$ cat config.mk
export PLATFORM = sky130hd
export DESIGN_NAME = wake_probe_ctrl
export DESIGN_NICKNAME = d
export VERILOG_FILES = /design/src/rtl/wake_pkg.sv /design/src/rtl/wake_tick_timer.sv /design/src/rtl/wake_settle_timer.sv /design/src/rtl/probe_window.sv /design/src/rtl/wake_probe_ctrl.sv
export SDC_FILE = /design/constraint.sdc
export NUM_CORES = 1
export LEC_CHECK = 0
export BUFFER_PORTS_ARGS = -buffer_cell sky130_fd_sc_hd__buf_2
export CAP_MARGIN = 20
export CORE_ASPECT_RATIO = 1.75
export CORE_MARGIN = 2
export CORE_UTILIZATION = 45
export CTS_BUF_LIST = sky130_fd_sc_hd__clkbuf_4 sky130_fd_sc_hd__clkbuf_8 sky130_fd_sc_hd__clkbuf_16
export CTS_CLUSTER_SIZE = 25
export DETAILED_ROUTE_END_ITERATION = 16
export PLACE_DENSITY = 0.83
export SLEW_MARGIN = 30
export SYNTH_ARGS = -nofsm -noshare
export SYNTH_HDL_FRONTEND = slang
export SYNTH_HIERARCHICAL = 1
export SYNTH_SLANG_ARGS = --single-unit
$ cat constraint.sdc
create_clock -name clk_i -period 2.1 [get_ports clk_i]
set_clock_uncertainty 0.1 [all_clocks]
set_input_delay 0.525 -clock clk_i [delete_from_list [all_inputs] [get_ports clk_i]]
set_output_delay 0.525 -clock clk_i [all_outputs]
set_load 0.05 [all_outputs]
$ cat src/rtl/wake_pkg.sv
package wake_pkg;
  typedef enum logic [2:0] {
    ST_ARMED  = 3'd0,
    ST_SETTLE = 3'd1,
    ST_REQ    = 3'd2,
    ST_WAIT   = 3'd3,
    ST_RUN    = 3'd4
  } wake_state_e;
endpackage

$ cat src/rtl/wake_tick_timer.sv
module wake_tick_timer #(
  parameter int unsigned PERIOD = 20
) (
  input  logic clk_i,
  input  logic rst_ni,
  input  logic en_i,
  input  logic clr_i,
  input  logic tick_i,
  output logic wake_o
);
  localparam int unsigned CW = $clog2(PERIOD + 1);
  localparam logic [CW-1:0] LAST = CW'(PERIOD - 1);

  logic [CW-1:0] cnt_q;

  assign wake_o = en_i && tick_i && (cnt_q == LAST);

  always_ff @(posedge clk_i or negedge rst_ni) begin
    if (!rst_ni)                cnt_q <= '0;
    else if (clr_i || wake_o)   cnt_q <= '0;
    else if (en_i && tick_i)    cnt_q <= cnt_q + 1'b1;
  end

  p_cnt_range_r2: assert property (@(posedge clk_i) disable iff (!rst_ni)
    cnt_q <= LAST);
endmodule

$ cat src/rtl/wake_settle_timer.sv
module wake_settle_timer #(
  parameter int unsigned LEN_FILT   = 25,
  parameter int unsigned LEN_DIRECT = 8
) (
  input  logic clk_i,
  input  logic rst_ni,
  input  logic load_i,
  input  logic filt_i,
  input  logic run_i,
  output logic done_o
);
  localparam int unsigned MAXL = (LEN_FILT > LEN_DIRECT) ? LEN_FILT : LEN_DIRECT;
  localparam int unsigned CW   = $clog2(MAXL + 1);

  logic [CW-1:0] cnt_q;

  assign done_o = run_i && (cnt_q == '0);

  always_ff @(posedge clk_i or negedge rst_ni) begin
    if (!rst_ni)            cnt_q <= '0;
    else if (load_i)        cnt_q <= filt_i ? CW'(LEN_FILT - 1) : CW'(LEN_DIRECT - 1);
    else if (run_i && cnt_q != '0) cnt_q <= cnt_q - 1'b1;
  end
endmodule

$ cat src/rtl/probe_window.sv
module probe_window #(
  parameter int unsigned ADC_W  = 10,
  parameter int          OFS    = 520,
  parameter int          LVL_LO = -40,
  parameter int          LVL_HI = 90
) (
  input  logic [ADC_W-1:0] code_i,
  output logic             trig_o
);
  localparam int SW = ADC_W + 2;

  logic signed [SW-1:0] val;

  always_comb begin
    val    = $signed({2'b00, code_i}) - SW'(OFS);
    trig_o = (val < SW'(LVL_LO)) || (val >= SW'(LVL_HI));
  end
endmodule

$ cat src/rtl/wake_probe_ctrl.sv
module wake_probe_ctrl
  import wake_pkg::*;
#(
  parameter int unsigned ADC_W      = 10,
  parameter int unsigned WAKE_TICKS = 20,
  parameter int unsigned SETTLE_AAF = 25,
  parameter int unsigned SETTLE_DIR = 8,
  parameter int          PROBE_OFS  = 520,
  parameter int          CONT_OFS   = 512,
  parameter int          LVL_LO     = -40,
  parameter int          LVL_HI     = 90
) (
  input  logic             clk_i,
  input  logic             rst_ni,
  input  logic             tick_i,
  input  logic             aaf_sel_i,
  input  logic             done_i,
  input  logic             adc_valid_i,
  input  logic [ADC_W-1:0] adc_data_i,
  output logic             adc_req_o,
  output logic             mic_en_o,
  output logic             bias_en_o,
  output logic             amp_en_o,
  output logic             filt_en_o,
  output logic             adc_en_o,
  output logic             cont_mode_o,
  output logic             start_o,
  output logic             sample_valid_o,
  output logic [ADC_W:0]   sample_o
);
  localparam int unsigned OW = ADC_W + 1;

  wake_state_e state_q, state_d;
  logic cfg_done_q, aaf_q;
  logic wake, settle_done, trig, start_q;
  logic svalid_q;
  logic [OW-1:0] sample_q;

  // filter config captured on the first clock after reset
  always_ff @(posedge clk_i or negedge rst_ni) begin
    if (!rst_ni) begin
      cfg_done_q <= 1'b0;
      aaf_q      <= 1'b0;
    end else if (!cfg_done_q) begin
      cfg_done_q <= 1'b1;
      aaf_q      <= aaf_sel_i;
    end
  end

  wake_tick_timer #(.PERIOD(WAKE_TICKS)) u_tick (
    .clk_i  (clk_i),
    .rst_ni (rst_ni),
    .en_i   (state_q == ST_ARMED),
    .clr_i  (state_q != ST_ARMED),
    .tick_i (tick_i),
    .wake_o (wake)
  );

  wake_settle_timer #(.LEN_FILT(SETTLE_AAF), .LEN_DIRECT(SETTLE_DIR)) u_settle (
    .clk_i  (clk_i),
    .rst_ni (rst_ni),
    .load_i (wake),
    .filt_i (aaf_q),
    .run_i  (state_q == ST_SETTLE),
    .done_o (settle_done)
  );

  probe_window #(.ADC_W(ADC_W), .OFS(PROBE_OFS), .LVL_LO(LVL_LO), .LVL_HI(LVL_HI)) u_win (
    .code_i (adc_data_i),
    .trig_o (trig)
  );

  always_comb begin
    state_d = state_q;
    unique case (state_q)
      ST_ARMED:  if (wake)        state_d = ST_SETTLE;
      ST_SETTLE: if (settle_done) state_d = ST_REQ;
      ST_REQ:                     state_d = ST_WAIT;
      ST_WAIT:   if (adc_valid_i) state_d = trig ? ST_RUN : ST_ARMED;
      ST_RUN:    if (done_i)      state_d = ST_ARMED;
      default:                    state_d = ST_ARMED;
    endcase
  end

  always_ff @(posedge clk_i or negedge rst_ni) begin
    if (!rst_ni) begin
      state_q  <= ST_ARMED;
      start_q  <= 1'b0;
      svalid_q <= 1'b0;
      sample_q <= '0;
    end else begin
      state_q  <= state_d;
      start_q  <= (state_q == ST_WAIT) && adc_valid_i && trig;
      svalid_q <= (state_q == ST_RUN) && adc_valid_i;
      if ((state_q == ST_RUN) && adc_valid_i)
        sample_q <= {1'b0, adc_data_i} - OW'(CONT_OFS);
    end
  end

  logic powered;
  assign powered        = (state_q != ST_ARMED);
  assign mic_en_o       = powered;
  assign bias_en_o      = powered;
  assign amp_en_o       = powered;
  assign adc_en_o       = powered;
  assign filt_en_o      = powered && aaf_q;
  assign adc_req_o      = (state_q == ST_REQ);
  assign cont_mode_o    = (state_q == ST_RUN);
  assign start_o        = start_q;
  assign sample_valid_o = svalid_q;
  assign sample_o       = sample_q;

  p_req_powered_r3: assert property (@(posedge clk_i) disable iff (!rst_ni)
    adc_req_o |-> (mic_en_o && bias_en_o && amp_en_o && adc_en_o));
  p_filt_needs_amp_r3: assert property (@(posedge clk_i) disable iff (!rst_ni)
    filt_en_o |-> amp_en_o);
  p_req_pulse_r5: assert property (@(posedge clk_i) disable iff (!rst_ni)
    adc_req_o |=> !adc_req_o);
  p_start_pulse_r8: assert property (@(posedge clk_i) disable iff (!rst_ni)
    start_o |=> !start_o);
  p_start_cont_r8: assert property (@(posedge clk_i) disable iff (!rst_ni)
    start_o |-> (cont_mode_o && mic_en_o));
  p_no_req_cont_r10: assert property (@(posedge clk_i) disable iff (!rst_ni)
    cont_mode_o |-> !adc_req_o);
  p_done_off_r11: assert property (@(posedge clk_i) disable iff (!rst_ni)
    (cont_mode_o && done_i) |=> (!cont_mode_o && !mic_en_o));
  p_svalid_cont_r9: assert property (@(posedge clk_i) disable iff (!rst_ni)
    sample_valid_o |-> $past(cont_mode_o));
endmodule

==> impl_metrics.tcl <==
set metrics [dict create \
    run_status "complete, no violations" \
    cells_traversed_along_the_worst_timing_path "or3_4 > and2_4 > buf_6" \
    worst-slew-pin-transition_ns 0.573 \
    slowest_delay_ns 0.43 \
    synth_most_common_cell "sky130_fd_sc_hd__dfrtp_1" \
    postSynthCellCount 118 \
    worst_skew_pair.late_latency_ns 0.27 \
    worstSetupStartpoint "state_q[1]$_DFFE_PN0P_" \
    ys_async_sr_fraction 1.00 \
    die-height_um 77.1 \
    die-area_mm2 0.00353 \
    period_utilisation_layout 0.980 \
    globalRouteOverflowTotal 0 \
    gr-usage-all-layers 0.174 \
    number_of_logic_stages_on_the_critical_path_including_buffering 3 \
    finalMaxSlewViolations 0 \
    critical_path.top_delay_family "simple AND/OR/NAND/NOR gates" \
    nFillCells 256 \
    die-width_um 45.8 \
    syn-num-nets 136 \
    rsz0062_at_grt "false" \
    gp_routability_congestion 0.773 \
    per_instance_average_area_after_synthesis_um2 11.6 \
    worst-endpoint-arrival_ns 1.43 \
    cts-buffers-inserted 3 \
    setup_tns_ns 0 \
    start_util 0.469 \
    drive_gt1_frac 0.418 \
    synth-edff-count 0 \
    setup_viol 0 \
    worst-r2r-cell-count 5 \
    cell_type_of_the_slowest_stage_on_the_worst_timing_path "sky130_fd_sc_hd__or3_4" \
    synth.lib_cells_used.distinct 46 \
    clock_share_of_power 0.133 \
    netlist.top_cell.by_area "sky130_fd_sc_hd__dfrtp_1" \
    final.min_clock_period_ns 2.06 \
    timing.slew.headroom 0.618 \
    clock.fmax_ghz 0.486 \
    drt_first_pass_iters 4 \
    yosys_warnings 6 \
    switching_share 0.462 \
    dr_total_vias 1057 \
    hold_violations 0 \
    postLayoutCoreUtil 0.566 \
    max_cap_violations 0 \
    antenna_violating_nets_post_route 0 \
    timing.hold.ws_ns 0.139 \
    antennaDiodeCount 0 \
    drtIter0Drc 18 \
    postRouteWirelength_mm 2.77 \
    cts_root_cell "sky130_fd_sc_hd__clkbuf_8" \
    clock_pin_slew_on_the_worst_setup_and_hold_paths_ns 0.09 \
    worstSetupStartpointType "flop" \
    power-per-cell-area_mw_per_mm2 1370 \
    timing.hold.worst.class "primary input to async pin" \
    core_area_mm2 0.00293 \
    synth_seq_cells 27 \
    first_global_vias 1107 \
    rr_endpoint "u_settle/cnt_q[3]$_DFFE_PN0P_" \
    net-switching-power_uw 1050 \
    clock_tree.buffer_depth 2 \
    cts_tree "done" \
    vdd_ir_drop_max_v 0.000809 \
    syn_area_mm2 0.00137 \
    placementRows 26 \
    worstPathRequired_ns 1.47 \
    post_drt_wl_per_cell_um 14.9 \
    num-nets-final 177 \
    grt_first_pass_wirelength_mm 4.68 \
    critical_path.reg2reg.startpoint "state_q[1]$_DFFE_PN0P_" \
    synthToLayoutAreaGrowth_pct 20.6 \
    maximum_number_of_pins_on_one_net_before_global_route_repair 28 \
    place.port_buffers 35 \
    power_report.internal_total_uw 1220 \
    cts_max_level 1 \
    synth.area.top_cells "sky130_fd_sc_hd__dfrtp_1 (49%), sky130_fd_sc_hd__mux2_4 (8.7%), sky130_fd_sc_hd__a21oi_1 (2.6%)" \
    post-route-drc-count 0 \
    crit_fanout 8 \
    yosys.area.top_type_share 0.492 \
    cts.sinks 27 \
    cp.buffers_inverters 1 \
    power.share.sequential 0.331 \
    initial_antenna_violation_count 0 \
    synth_commonest_cells "sky130_fd_sc_hd__dfrtp_1 (27), sky130_fd_sc_hd__mux2_4 (8), sky130_fd_sc_hd__a21oi_1 (7), sky130_fd_sc_hd__nand2_1 (6), sky130_fd_sc_hd__nor2_1 (6)" \
    worst_setup_path_type "flop to primary output" \
    ff2ff_setup_slack_ns 0.15 \
    area_occupied_by_multi_input_gates_um2 632 \
    pin_count 36 \
    layout.area.seq_um2 678 \
    viasPerCell 5.68 \
    comb_power_share 0.536 \
    setup.worst_path.end "filt_en_o" \
    dp_hpwl_mm 2.15 \
    ys_dominant_reg_cell "sky130_fd_sc_hd__dfrtp_1" \
    p_leak_uw 0.000834 \
    critPathCaptureType "primary output" \
    ys_seq_area_frac 0.492 \
]
==> how the worst min path moves through the flow <==
stage	from	end	slack, ns
4_1_cts	rst_ni	u_tick/cnt_q[4]$_DFFE_PN0P_	0.16
2_1_floorplan	rst_ni	aaf_q$_DFFE_PN0N_	0.13
3_3_place_gp	cfg_done_q$_DFF_PN0_	aaf_q$_DFFE_PN0N_	0.37
5_1_grt	rst_ni	u_tick/cnt_q[2]$_DFFE_PN0P_	0.18
6_report	rst_ni	u_tick/cnt_q[4]$_DFFE_PN0P_	0.14
3_5_place_dp	cfg_done_q$_DFF_PN0_	aaf_q$_DFFE_PN0N_	0.38
==> repair_timing <==
item,in CTS,in global routing
setup endpoints to repair,1,2
hold buffers,0,0
buffers inserted,5,0
endpoints found under the hold margin,0,0
resized for setup,2,5
pin swaps,0,1
cloned,0,0
==> registers in the layout, indices dropped and copies added, names as in the netlist <==
name,cells
state_q,3
cfg_done_q,1
u_tick/cnt_q,5
start_o,1
sample_valid_o,1
sample_o,10
u_settle/cnt_q,5
aaf_q,1
==> stage by stage <==
stage               cell area (um^2)  power [uW]  instances  setup slack [ns]
global route                    1660        2390        186           0.00122
CTS                             1650        2260        186           0.00934
floorplan                       1390        1710        118            0.0696
global placement                1560        1880        177             0.223
finish                          1660        2270        186            0.0419
detailed placement              1560        1930        177             0.168
==> cells in the final DEF, fill, tap and decap left out, types with 2 or more instances in the layout <==
| cell | n |
|---|---|
| sky130_fd_sc_hd__xor2_1 | 2 |
| sky130_fd_sc_hd__a21oi_1 | 7 |
| sky130_fd_sc_hd__nand3_1 | 5 |
| sky130_fd_sc_hd__nor2b_1 | 4 |
| sky130_fd_sc_hd__buf_2 | 33 |
| sky130_fd_sc_hd__dfrtp_2 | 2 |
| sky130_fd_sc_hd__nor3b_2 | 2 |
| sky130_fd_sc_hd__nand2_1 | 6 |
| sky130_fd_sc_hd__or3_1 | 3 |
| sky130_fd_sc_hd__clkbuf_8 | 3 |
| sky130_fd_sc_hd__nor2_1 | 6 |
| sky130_fd_sc_hd__mux2_1 | 3 |
| sky130_fd_sc_hd__clkbuf_4 | 2 |
| sky130_fd_sc_hd__or4_1 | 2 |
| sky130_fd_sc_hd__inv_1 | 5 |
| sky130_fd_sc_hd__mux2_4 | 8 |
| sky130_fd_sc_hd__buf_4 | 8 |
| sky130_fd_sc_hd__dfrtp_1 | 25 |
| sky130_fd_sc_hd__ha_1 | 2 |
==> metal layers <==
layer / part of all wire / GRT usage
met2: 0.56 / 0.318
met5: 0 / 0
met1: 0.39 / 0.192
met4: 0.0076 / 0.0514
met3: 0.042 / 0.0282
==> logic make-up after synthesis <==
logic type | count (synthesis) | synth area share
xor gates and xnor gates | 2 | 0.0128
and+or+nand+nor | 43 | 0.198
other | 1 | 0.00273
AOI/OAI and AO/OA | 19 | 0.0965
DFF | 27 | 0.492
adders and majority gates | 2 | 0.0182
muxes | 12 | 0.119
buffers and inverters | 12 | 0.0610
==> power by group through the flow <==
stage               Sequential (uW)  Clock [uW]  Combinational (uW)
finish                          750         303                1220
global route                    764         328                1300
global placement                757           0                1130
detailed placement              765           0                1170
CTS                             750         308                1200
floorplan                       976           0                 731
==> final cells by class <==
type,count,area share
inverter,5,0.0113
multi-input combinational,79,0.381
clock buffer,4,0.0295
timing repair buffer,43,0.147
sequential,27,0.409
tap,28,0.0211
Note: power is estimated with default switching activity, not from simulation.
